### src/rtl/rdc_pkg.sv
package rdc_pkg;
  localparam int CODE_W = 3;
  localparam int DIV_W  = 4;

  typedef logic [CODE_W-1:0] rate_code_t;
  typedef logic [DIV_W-1:0]  div_t;

  typedef struct packed {
    logic keep;
    div_t div;
  } rate_dec_t;

  function automatic rate_dec_t decode_rate(input rate_code_t code, input div_t dflt);
    rate_dec_t r;
    r.keep = 1'b0;
    r.div  = dflt;
    case (code)
      3'b000:  r.div = dflt;
      3'b001:  r.div = 4'd1;
      3'b010:  r.div = 4'd2;
      3'b011:  r.div = 4'd4;
      3'b100:  r.div = 4'd8;
      default: r.keep = 1'b1;
    endcase
    return r;
  endfunction
endpackage

### src/rtl/rdc_rate_sync.sv
module rdc_rate_sync
  import rdc_pkg::*;
#(
  parameter bit ASYNC_RATE = 1'b0
) (
  input  logic       clk,
  input  logic       rst,
  input  rate_code_t rate_i,
  output rate_code_t rate_o
);
  if (ASYNC_RATE) begin : g_sync
    rate_code_t meta_q, stable_q;
    always_ff @(posedge clk) begin
      if (rst) begin
        meta_q   <= '0;
        stable_q <= '0;
      end else begin
        meta_q   <= rate_i;
        stable_q <= meta_q;
      end
    end
    assign rate_o = stable_q;
  end else begin : g_direct
    logic unused_clk_rst;
    assign unused_clk_rst = clk ^ rst;
    assign rate_o = rate_i;
  end
endmodule

### src/rtl/rdc_settle_timer.sv
module rdc_settle_timer #(
  parameter int SETTLE_CYCLES = 6
) (
  input  logic clk,
  input  logic rst,
  input  logic start_i,
  output logic done_o
);
  localparam int CNT_W = $clog2(SETTLE_CYCLES + 1);
  localparam logic [CNT_W-1:0] LOAD = CNT_W'(SETTLE_CYCLES);

  logic [CNT_W-1:0] remain_q;

  always_ff @(posedge clk) begin
    if (rst) begin
      remain_q <= '0;
      done_o   <= 1'b0;
    end else begin
      done_o <= 1'b0;
      if (start_i) begin
        remain_q <= LOAD;
      end else if (remain_q == CNT_W'(1)) begin
        remain_q <= '0;
        done_o   <= 1'b1;
      end else if (remain_q != '0) begin
        remain_q <= remain_q - CNT_W'(1);
      end
    end
  end
endmodule

### src/rtl/rdc_ce_divider.sv
module rdc_ce_divider
  import rdc_pkg::*;
#(
  parameter int DEFAULT_DIV = 4
) (
  input  logic clk,
  input  logic rst,
  input  div_t next_div_i,
  output logic ce_o,
  output div_t cur_div_o
);
  localparam div_t RESET_DIV = DIV_W'(DEFAULT_DIV);

  div_t phase_q;
  div_t div_q;

  assign ce_o      = (phase_q == div_q - DIV_W'(1));
  assign cur_div_o = div_q;

  always_ff @(posedge clk) begin
    if (rst) begin
      phase_q <= '0;
      div_q   <= RESET_DIV;
    end else if (ce_o) begin
      phase_q <= '0;
      div_q   <= next_div_i;
    end else begin
      phase_q <= phase_q + DIV_W'(1);
    end
  end
endmodule

### src/rtl/rate_div_ctrl.sv
module rate_div_ctrl
  import rdc_pkg::*;
#(
  parameter int DEFAULT_DIV   = 4,
  parameter int SETTLE_CYCLES = 6,
  parameter bit ASYNC_RATE    = 1'b0
) (
  input  logic       clk,
  input  logic       rst,
  input  logic [2:0] rate_i,
  output logic       tx_ce_o,
  output logic       rate_done_o,
  output logic [3:0] cur_div_o
);
  localparam div_t RESET_DIV = DIV_W'(DEFAULT_DIV);

  if (!(DEFAULT_DIV == 1 || DEFAULT_DIV == 2 || DEFAULT_DIV == 4 || DEFAULT_DIV == 8))
  begin : g_bad_div
    $error("rate_div_ctrl: DEFAULT_DIV must be 1, 2, 4 or 8");
  end
  if (SETTLE_CYCLES < 1) begin : g_bad_settle
    $error("rate_div_ctrl: SETTLE_CYCLES must be at least 1");
  end

  rate_code_t rate_s;
  rate_code_t accepted_q;
  div_t       pend_div_q;
  rate_dec_t  dec;
  logic       change;

  rdc_rate_sync #(.ASYNC_RATE(ASYNC_RATE)) u_sync (
    .clk   (clk),
    .rst   (rst),
    .rate_i(rate_i),
    .rate_o(rate_s)
  );

  assign change = (rate_s != accepted_q);
  assign dec    = decode_rate(rate_s, RESET_DIV);

  always_ff @(posedge clk) begin
    if (rst) begin
      accepted_q <= '0;
      pend_div_q <= RESET_DIV;
    end else if (change) begin
      accepted_q <= rate_s;
      if (!dec.keep) pend_div_q <= dec.div;
    end
  end

  rdc_settle_timer #(.SETTLE_CYCLES(SETTLE_CYCLES)) u_timer (
    .clk    (clk),
    .rst    (rst),
    .start_i(change),
    .done_o (rate_done_o)
  );

  rdc_ce_divider #(.DEFAULT_DIV(DEFAULT_DIV)) u_div (
    .clk       (clk),
    .rst       (rst),
    .next_div_i(pend_div_q),
    .ce_o      (tx_ce_o),
    .cur_div_o (cur_div_o)
  );
endmodule

### config.mk
export PLATFORM = sky130hd
export DESIGN_NAME = rate_div_ctrl
export DESIGN_NICKNAME = d
export VERILOG_FILES = /design/src/rtl/rdc_pkg.sv /design/src/rtl/rdc_rate_sync.sv /design/src/rtl/rdc_settle_timer.sv /design/src/rtl/rdc_ce_divider.sv /design/src/rtl/rate_div_ctrl.sv
export SDC_FILE = /design/constraint.sdc
export NUM_CORES = 1
export LEC_CHECK = 0
export BUFFER_PORTS_ARGS = -buffer_cell sky130_fd_sc_hd__buf_4
export CAP_MARGIN = 30
export CORE_AREA = 2 2 49 51
export CTS_CLUSTER_DIAMETER = 120
export DETAILED_ROUTE_END_ITERATION = 12
export DIE_AREA = 0 0 51 53
export MAX_ROUTING_LAYER = met4
export SLEW_MARGIN = 15
export SYNTH_ARGS = -nofsm -noshare
export SYNTH_HDL_FRONTEND = slang
export SYNTH_SLANG_ARGS = --single-unit
### constraint.sdc
create_clock -name clk -period 4.41 [get_ports clk]
set_input_delay 1.1025 -clock clk [delete_from_list [all_inputs] [get_ports clk]]
set_output_delay 1.1025 -clock clk [all_outputs]
set_load 0.05 [all_outputs]
---- Yosys cells after proc, flatten, opt, wreduce, memory -nomap -nowiden ----
Index checks and enable logic that the tools add are counted.
word-level totals
  register bits after elaboration ......... 19
  output and inout bits ................... 6
  word-level logic and storage cells ...... 30
cells by class
  add/sub/neg operators ................... 3
  equality and inequality tests ........... 7
  mux-type cells .......................... 5
  reductions and logical operators ........ 8
operators with widths
  operator               count
  $pmux W4 S3            1
  $mux W3                3
  $eq A3 B1 Y1 const B   2
  $eq A3 B2 Y1 const B   2
  $reduce_bool A3 Y1     2
  $reduce_or A5 Y1       1
  $add A4 B1 Y4 const B  1
  $eq A4 B4 Y1           1
  $reduce_or A2 Y1       2
  $sub A4 B1 Y4 const B  1
  $eq A3 B3 Y1 const B   1
  $logic_not A3 Y1       1
  $ne A3 B3 Y1           1
  $reduce_or A3 Y1       1
  $sub A3 B1 Y3 const B  1
  $reduce_and A2 Y1      1
  $mux W1                1

---- Depth between registers and ports, before layout ----
Gate-level depths: netlist of run 1.
  depth in word-level cells ............... 4
  depth in mapped cells ................... 6
  depth with buffers taken out ............ 6

---- Modules after synthesis ----
From an unflattened synthesis of run 1, not the netlist that was laid out.
unflattened totals
  cell total of the unflattened synthesis .. 89
  area, all modules ....................... 915.9 µm²
modules (own cells, without submodules)
  module            times used  cells each  area each (µm²)  sequential area each (µm²)
  rdc_ce_divider    1           40          410.4            160.2
  rate_div_ctrl     1           32          349.1            140.1
  rdc_settle_timer  1           14          133.9            80.1
  rdc_rate_sync     1           3           22.5             0.0

---- Worst setup path before layout of run 1 ----
No wires, ideal clock.
  path kind ............................... reg2out
  from .................................... register u_div.div_q[0], in the netlist u_div.cur_div_o[0]
  to ...................................... output tx_ce_o
  arrival time ............................ 2.162 ns
  path slack .............................. 1.145 ns
  stages on the path, launching flop included .. 5
  cell sequence ........................... dfxtp_1 > inv_1 > ha_1 > xnor2_1 > nor4_4
between the ends
  word-level cells in the longest chain between the ends .. 2
RTL lines
  item                    RTL line              text
  from (decl)             rdc_ce_divider.sv:15  div_t div_q;
  from (signal assigned)  rdc_ce_divider.sv:26  div_q <= next_div_i;
  $sub A4 B1 Y4           rdc_ce_divider.sv:17  assign ce_o = (phase_q == div_q - DIV_W'(1));
  $eq A4 B4 Y1            rdc_ce_divider.sv:17
  to (decl)               rate_div_ctrl.sv:11   output logic tx_ce_o,
No other way between the ends.

---- Worst setup path after layout of run 1 ----
Ends and elaborated chain as after synthesis.

==> results of run 1 <==
-- placed cells by master (no fill, tap or decap) --
| master | count |
|---|---|
| dfxtp_1 | 19 |
| xnor2_1 | 10 |
| buf_4 | 10 |
| nor2_1 | 8 |
| nand2_1 | 8 |
| mux2i_1 | 7 |
| nor3_1 | 5 |
| inv_1 | 3 |
| a211oi_1 | 3 |
| nor2b_1 | 3 |
| clkbuf_4 | 3 |
| nand3_1 | 2 |
| xor2_1 | 2 |
| nor3b_1 | 2 |
| ha_1 | 2 |
| nor3_2 | 1 |
| nor4_4 | 1 |
| o211ai_1 | 1 |
| a31oi_1 | 1 |
| a21oi_1 | 1 |
| nor4_1 | 1 |
| o21ai_0 | 1 |
| a41oi_1 | 1 |
| clkinv_2 | 1 |
-- flip-flops by register name, indices dropped and copies added (netlist names) --
register,flops
pend_div_q,4
u_timer.done_o,1
accepted_q,3
u_div.cur_div_o,4
u_timer.remain_q,3
u_div.phase_q,4
-- layer usage --
metal	part of all wire	vias up	routed length, um
met2	0.48	9	639
li1	-	312	-
met1	0.48	271	634
met5	0	-	0
met4	0.0098	0	13
met3	0.035	2	46
-- through the flow --
step                      total power (W)  worst slack (ps)  hold slack (ps)  area (um^2)  cells
after detailed placement        0.0002546              1468            466.2        923.4    120
after CTS                       0.0003387              1138            485.4        950.9    124
after global placement          0.0002529              1512            452.3        923.4    120
after floorplan                 0.0002421              1145            437.8        832.0     87
final                           0.0003321              1180            477.6        950.9    124
after global routing            0.0003519              1003            517.1        950.9    124
-- logic make-up (layout without fill, tap and decap cells) --
kind of cell | count (synthesis) | after routing
compound gates | 8 | 8
flops | 19 | 19
xor+xnor | 12 | 12
mux | 7 | 7
simple gates | 31 | 31
fa+ha+maj | 2 | 2
buf+inv | 8 | 17
-- Yosys cell counts, types with 2 or more instances --
cell / count / area (um^2)
nor2_1: 8 / 30.03
dfxtp_1: 19 / 380.4
xnor2_1: 10 / 87.58
clkbuf_1: 5 / 18.77
nor3_1: 5 / 25.02
nand2_1: 8 / 30.03
xor2_1: 2 / 17.52
nand3_1: 2 / 10.01
mux2i_1: 7 / 70.07
nor2b_1: 3 / 18.77
nor3b_1: 2 / 15.01
inv_1: 3 / 11.26
ha_1: 2 / 25.02
a211oi_1: 3 / 22.52
-- tightest hold or removal path, stage by stage, from the launching register on --
cell and delay [ps]:
dfxtp_1 320, nand2_1 50, mux2i_1 60
-- power by group --
part | switching, W | internal [W]
logic | 0.0000328 | 0.0000256
registers | 0.00000910 | 0.000183
clock network | 0.0000484 | 0.0000336
-- cell type report --
type                       count  share of cell area
inverter                       3             0.01184
clock inverter                 1            0.005263
sequential                    19              0.4000
timing repair buffer          10             0.07895
multi-input combinational     60              0.4434
clock buffer                   3             0.02368
tap                           28             0.03684
-- worst max-delay path by stage --
stage	from	endpoint	slack (ps)	cells after the start
after floorplan	u_div.cur_div_o[0]	tx_ce_o	1150	4
after CTS	u_div.cur_div_o[0]	tx_ce_o	1140	5
after global routing	u_div.cur_div_o[0]	tx_ce_o	1000	5
final	u_div.cur_div_o[0]	tx_ce_o	1180	5
after detailed placement	u_div.cur_div_o[0]	tx_ce_o	1470	5
after global placement	u_div.cur_div_o[0]	tx_ce_o	1510	5
==> run metrics, run 1 <==
outcome complete, no violations; minimum clock period 3230 ps; Final Skew 2.234 ps; Die Span Y roughly 53 um; Hold Path End u_div.cur_div_o[0]; clk slew on worst S/H paths 100 ps; post-synthesis simple-gate area fraction 0.2000; first-pass GRT wire length 2366 um; Root Buffer clkbuf_4; Num CTS Buffers 3; CP Max Fanout 9; clk buf depth 2; Multi-input gate area 421.7 um^2; Initial Util 0.3873; Yosys warnings 0; unrepaired setup endpoints after global routing false; Startpoint Class flip-flop; fillcell total 222; final net count about 100; Rel. slew slack 0.6030; Cells on Worst Hold Path 2; DR vias 594; M3 GR Usage 0.02542; Area growth, synth to finish 14.29%; number of diodes 0; CTS tree done; top_reg_cell synth dfxtp_1; Post-Route WL around 1300 um; synthesized cell area between 800 and 900 um^2; mux cell area share after synthesis 0.08421; Synth Area in XOR/XNOR 0.1263; largest family of logic cells by synthesized area simple AND/OR/NAND/NOR gates; largest net degree at the start of global routing 18; initial antenna violation count 0; All-Layer GR Usage 0.1221; Routed WL per cell 10.75 um; Seq/Total Area, Yosys 0.4571; initial drt markers 9; power density cells 349.3 nW/um^2; Final setup viols 0; reg-to-reg startpoint u_div.cur_div_o[0]; IO Port Bufs 10; layout cells sized above 1 0.1667; Die Footprint roughly 2700 um^2; GRT busiest layer met2; FF-to-FF setup slack roughly 2600 ps; Crit Path Class flip-flop to output pin; CP peak stage delay roughly 570 ps; Yosys cell types 22; Post-Syn Nets 94; DP HPWL 1021 um; Clock Sinks 19; CP Cell Sequence inv_1, ha_1, xnor2_1, nor4_4, buf_4; Tcrit/Tclk final 0.7324; Slew Viols, Final 0; CP delay by family, top simple AND/OR/NAND/NOR gates; DRC viols 0; Async SR Flop Fraction 0; R2R cell count 5; worst hold path class flip-flop to flip-flop; core area 2148 um^2; TNS Setup 0 ps; hold path start pend_div_q[0]; Cells after Synth 87; achievable clock frequency 0.3096 GHz; post-synthesis compound-gate area fraction 0.06617; vias in the first global route 570; met1 usage in global routing 0.1389; Synth Area in Adders 0.03008; Slew @ Worst Pin 591.0 ps; first drt pass iteration count 4; Vias/cell 4.790; post_cts resized 0; Rows 17; IO Pins 11; Setup Buffers After CTS 0; slowest cell on the critical path nor4_4; Critical Path RT around 3300 ps; crit path capture type output pin; Max VDD drop 0.1930 mV; mean post-synth cell area 9.564 um^2; endpoints failing hold 0; GPL Wtd Cong 0.7563; Routed Antenna Nets 0; global route overflow 0; Horiz. Die Dim between 50 and 60 um; Yosys reg bits 19; Register Area roughly 380 um^2; CP bufs+invs 2; worst reg2reg endpoint u_div.cur_div_o[1]; post-layout util 0.4426; Hold-fix buffers, CTS 0; WP data arrival 2130 ps; met2 Use GR 0.2013; total of max-cap violations 0; EDFF count, synth 0; CTS H-tree depth 1; Clk Latency, worst-skew pair approximately 280 ps; Pleak 0.3545 nW
No activity file was read; power rests on OpenSTA's default activity.
==> inputs of run 2 (changes only) <==
- ABC_AREA: not set -> 1
- CORE_AREA: 2 2 49 51 -> 2 2 51 53
- DIE_AREA: 0 0 51 53 -> 0 0 53 55
- clock period: 4.41 -> 3 ns (I/O delays scaled with it)
==> run 2 against run 1 <==
Compared with the run above: sequential share of layout area decreased by 3.6 points; via count increased by 29%; critical path depth increased by 4; worst setup slack got worse by 670 ps; die area increased by 7.8%; critical path type unchanged; largest cell class unchanged.
==> run metrics, run 2 <==
outcome complete, no violations; Cells on Worst Hold Path 2 (unchanged); EDFF count, synth 0 (unchanged); R2R cell count 9 (+4); Max VDD drop 0.5481 mV (+180%); Cells after Synth 129 (+48%); first drt pass iteration count 4 (unchanged); initial antenna violation count 0 (unchanged); Area growth, synth to finish 14.86%; DP HPWL 1225 um (+20%); Vias/cell 4.442 (-7.3%); mean post-synth cell area 7.051 um^2 (-26%); FF-to-FF setup slack 1510 ps (-1040 ps); IO Pins 11 (unchanged); Clock Sinks 19 (unchanged); clk buf depth 2 (unchanged); Area contributors post-synth dfxtp_1 42%, nand2_1 14%, inv_1 9.5%, nor2_1 7.0%, nand3_1 3.9%; Seq/Total Area, Yosys 0.4182 (-0.03899); Async SR Flop Fraction 0 (unchanged); Place WS 842.8 ps (-625.0 ps); Synth top area share 0.4182 (-0.03899); Tcrit/Tclk final 0.8312; Startpoint Class flip-flop; global route overflow 0 (unchanged); Yosys warnings 0 (unchanged); minimum clock period 2493 ps; Critical Path RT 2250 ps (-1060 ps); Slew @ Worst Pin 209.8 ps (-381.2 ps); worst hold path class flip-flop to flip-flop; Root Buffer clkbuf_4; Hold-fix buffers, CTS 0 (unchanged); IO Port Bufs 10 (unchanged); post_cts resized 0 (unchanged); Yosys reg bits 19 (unchanged); synthesized cell area 909.6 um^2 (+9.3%); WP data arrival 1740 ps (-390 ps); Post-Syn Nets 136 (+45%); All-Layer GR Usage 0.1320 (+0.009896); Clk Latency, worst-skew pair 290 ps (about the same); unrepaired setup endpoints after global routing false; vias in the first global route 699 (+23%); Horiz. Die Dim 53 um (+3.9%); clk slew on worst S/H paths 110 ps (about the same); initial drt markers 6 (-3); CTS H-tree depth 1 (unchanged); Final setup viols 0 (unchanged); Rel. slew slack 0.8600 (+0.2570); number of diodes 0 (unchanged); Num CTS Buffers 3 (unchanged); crit path capture type output pin; post-synth top area cell dfxtp_1; final net count 150 (+44%); GPL Wtd Cong 0.7684 (+1.6%); Die Footprint 2915 um^2 (+7.8%); Overall Power 0.001104 W (+230%); Routed Antenna Nets 0 (unchanged); Initial Util 0.3847 (-0.002648); Setup Buffers After CTS 0 (unchanged); worst setup margin 506.5 ps (-673.5 ps); first-pass GRT wire length 2711 um (+15%); leading cell type in the layout, fill and taps excluded nand2_1; Post-Route WL 1530 um (+15%); most frequent cell after synthesis nand2_1; TNS Setup 0 ps (unchanged); Yosys cell types 20 (-9.1%); most frequent cells in the layout 33 x nand2_1, 23 x inv_1, 19 x dfxtp_1; Final Skew 7.962 ps (+5.729 ps); Rows 18 (+1); CP Max Fanout 6 (-3); power density cells 1056 nW/um^2 (+200%); DR vias 764 (+29%); Die Span Y 55 um (+3.8%); fillcell total 254 (+14%); CTS tree done; largest net degree at the start of global routing 11 (-7); minimum hold slack 469.2 ps (-8.453 ps); Crit Path Class flip-flop to output pin; Commonest cells post-synth 33 x nand2_1, 23 x inv_1, 19 x dfxtp_1; core area 2365 um^2 (+10%); DRC viols 0 (unchanged); Pleak 0.5123 nW (+45%); Slew Viols, Final 0 (unchanged); endpoints failing hold 0 (unchanged); layout cells sized above 1 0.1479 (-0.01878); achievable clock frequency 0.4010 GHz; total of max-cap violations 0 (unchanged); top_reg_cell synth dfxtp_1; Routed WL per cell 8.895 um (-17%)
==> run 2: logic make-up (layout without fill, tap and decap cells) <==
family	after synthesis	after routing	share of synthesized area
DFF	19	19	0.4182
and+or+nand+nor	71	71	0.3659
AOI/OAI and AO/OA	6	6	0.03300
adders and majority gates	2	2	0.02751
buffers and inverters	26	39	0.1073
xor gates and xnor gates	5	5	0.04814
==> run 2: final cells by class <==
cell class | count | area [um^2] | share of cell area
multi-input cells | 84 | 431.7 | 0.4132
inverters | 25 | 93.84 | 0.08982
well taps | 30 | 37.54 | 0.03593
repair buffers | 10 | 75.07 | 0.07186
clock buffers | 4 | 26.28 | 0.02515
flip-flops and latches | 19 | 380.4 | 0.3641
==> run 2: routing by layer <==
metal | vias to the layer above | global-route usage | wire, um
li1 | 421 | - | -
met3 | 2 | 0.02419 | 59
met4 | 0 | 0.07692 | 13
met5 | - | - | 0
met1 | 331 | 0.1507 | 727
met2 | 10 | 0.2188 | 730
==> run 2: final timing paths <==
| kind | end | from |
|---|---|---|
| worst max-delay path | tx_ce_o | u_div.cur_div_o[0] |
| worst min-delay path | pend_div_q[2] | pend_div_q[2] |
| worst max register to register | u_div.phase_q[0] | u_div.cur_div_o[0] |
| worst min register to register | pend_div_q[2] | pend_div_q[2] |
==> run 2: through the flow <==
step / utilization / std cells / cell area (um^2)
after floorplan: - / 129 / 909.6
after global placement: 0.4307 / 168 / 1018
after detailed placement: 0.4307 / 168 / 1018
after CTS: 0.4418 / 172 / 1045
after global routing: 0.4418 / 172 / 1045
final: 0.4418 / 172 / 1045
==> run 2: worst max-delay path, cell delays in order, from the launching register on <==
cell and delay [ps]:
dfxtp_1 410, inv_2 70, ha_1 290, inv_1 40
nand2_1 40, nand2_1 70, nor2_4 150, nand3_4 120
inv_1 70, buf_4 190
==> run 2: report_power, final <==
part / internal (W) / switching [W]
clock: 0.0000517 / 0.0000765
sequential: 0.000304 / 0.0000480
combinational: 0.000200 / 0.000423
==> inputs of run 3 (changes only) <==
- ABC_AREA: 1 -> 0
- CORE_AREA: 2 2 51 53 -> 2 2 49 51
- DIE_AREA: 0 0 53 55 -> 0 0 51 53
- clock period: 3 -> 2.35 ns (I/O delays scaled with it)
==> run 3 against run 2 <==
Compared with the run above: cell count is 27% lower; die area is 7.3% lower; sequential power is 2% higher; highest routed layer unchanged; sequential share of layout area is 2.7 points higher.
==> run metrics, run 3 (synthesis gave the netlist of run 1 again) <==
Clk Latency, worst-skew pair 290 ps (about the same); dpl cell area 968.4 um^2 (-4.9%); initial antenna violation count 0 (unchanged); M3 GR Usage 0.01695 (-0.007244); Placed Cells 121 (-28%); Num CTS Buffers 3 (unchanged); Pleak 0.3797 nW (-26%); Post-Route WL 1461 um (-4.5%); clk slew on worst S/H paths 100 ps (about the same); Vias/cell 4.864 (+9.5%); CP bufs+invs 2 (-2); Area growth, synth to finish 20.00%; Slew @ Worst Pin 319.6 ps (+109.9 ps); Die Footprint 2703 um^2 (-7.3%); DP HPWL 1092 um (-11%); CTS H-tree depth 1 (unchanged); first drt pass iteration count 4 (unchanged); Tcrit/Tclk final 0.9301; minimum clock period around 2200 ps; core area 2148 um^2 (-9.2%); number of diodes 0 (unchanged); global route overflow 0 (unchanged); CP peak stage delay 380 ps (-30 ps); TNS Setup 0 ps (unchanged); unrepaired setup endpoints after global routing false; Routed Antenna Nets 0 (unchanged); Final Cell Area 998.5 um^2 (-4.4%); Clock Sinks 19 (unchanged); layout cells sized above 1 0.2577 (+0.1098); Root Buffer clkbuf_4; endpoints failing hold 0 (unchanged); worst hold path class flip-flop to flip-flop; Initial Util 0.3873 (+0.002648); Rel. slew slack 0.7863 (-0.07370); final net count 105 (-30%); initial drt markers 6 (unchanged); met2 Use GR 0.2424 (+0.02367); Critical Path RT 1760 ps (-490 ps); clk buf depth 2 (unchanged); most frequent cells in the layout 15 x dfxtp_1, 10 x buf_4, 8 x xnor2_1, 8 x nor2_1, 8 x nand2_1; achievable clock frequency 0.4575 GHz; outcome complete, no violations; Final setup viols 0 (unchanged); Max VDD drop 0.3645 mV (-34%); Horiz. Die Dim 51 um (-3.8%); fin cells 125 (-27%); Crit Path Class flip-flop to output pin; minimum hold slack 467.1 ps (-2.127 ps); GRT busiest layer met2; All-Layer GR Usage 0.1364 (+0.004439); leading cell type in the layout, fill and taps excluded dfxtp_1; Die Span Y 53 um (-3.6%); IO Pins 11 (unchanged); CTS tree done; IO Port Bufs 10 (unchanged); total of max-cap violations 0 (unchanged); Final Skew 7.520 ps (-0.4423 ps); Slew Viols, Final 0 (unchanged); WP data arrival 1600 ps (-140 ps); DRC viols 0 (unchanged); DR vias 608 (-20%); Routed WL per cell 11.69 um (+31%); CP delay by family, top flip-flops; GPL Wtd Cong 0.7183 (-6.5%); Startpoint Class flip-flop; vias in the first global route 602 (-14%); power density cells 639.7 nW/um^2 (-39%); CP Cell Sequence inv_2, ha_4, xnor2_1, nor4_4, buf_6; crit path capture type output pin; CP Max Fanout 4 (-2); Rows 17 (-1); met1 usage in global routing 0.1461 (-0.004575); first-pass GRT wire length 2615 um (-3.5%); largest net degree at the start of global routing 18 (+7); slowest cell on the critical path dfxtp_4
run 3: cell count changes in the layout (fill, tap and decap cells not counted), moves of 3 or more:
cell      before  now
dfxtp_1       19   15
xnor2_1        4    8
nor3_1         2    5
nand4_1        5    0
nand2_1       33    8
inv_1         23    1
mux2i_1        0    7
nor2b_1        0    3
nor2_1        17    8
nand3_1        7    2
a211oi_1       0    3
run 3: timing repair:
item,in CTS,in global routing
gates resized for setup,0,1
hold buffers,0,0
setup endpoints to repair,0,1
buffers inserted,0,0
run 3: worst min-delay path, stage by stage (launching register included):
cell     delay (ps)
dfxtp_1         320
nand2_1          50
mux2i_1          60
run 3: path summary, 6_finish.rpt:
path                            from                  to  slack, ps  depth (start not counted)
setup / recovery  u_div.cur_div_o[1]             tx_ce_o        160                          5
hold / removal         pend_div_q[3]  u_div.cur_div_o[3]        470                          2
setup reg to reg  u_div.cur_div_o[1]  u_div.cur_div_o[2]        760                          6
hold reg to reg        pend_div_q[3]  u_div.cur_div_o[3]        470                          2
run 3: cell type report:
class,count,area (um^2)
sequential,19,390.4
inverter,3,11.26
timing repair buffer,11,86.33
multi-input combinational,60,449.2
clock buffer,4,26.28
fill,212,1150
tap,28,35.03
run 3: layer usage:
metal  vias up  routed length [um]
met5         -                   0
met4         0                  34
met3         5                  40
met2        10                 709
met1       274                 677
li1        319                   -
run 3: power by group:
group / switching, W / internal [W]
Clock: 0.0000941 / 0.0000660
Combinational: 0.0000638 / 0.0000552
Sequential: 0.0000186 / 0.000341
Total: 0.000176 / 0.000462
run 3: metrics by stage:
stage                      power, W  worst slack (ps)  utilization
after floorplan           0.0004581            -107.6            -
after global placement    0.0004820             419.2       0.4508
after detailed placement  0.0004864             388.5       0.4508
after CTS                 0.0006465             42.79       0.4630
after global routing      0.0006753             84.57       0.4648
final                     0.0006388             164.2       0.4648
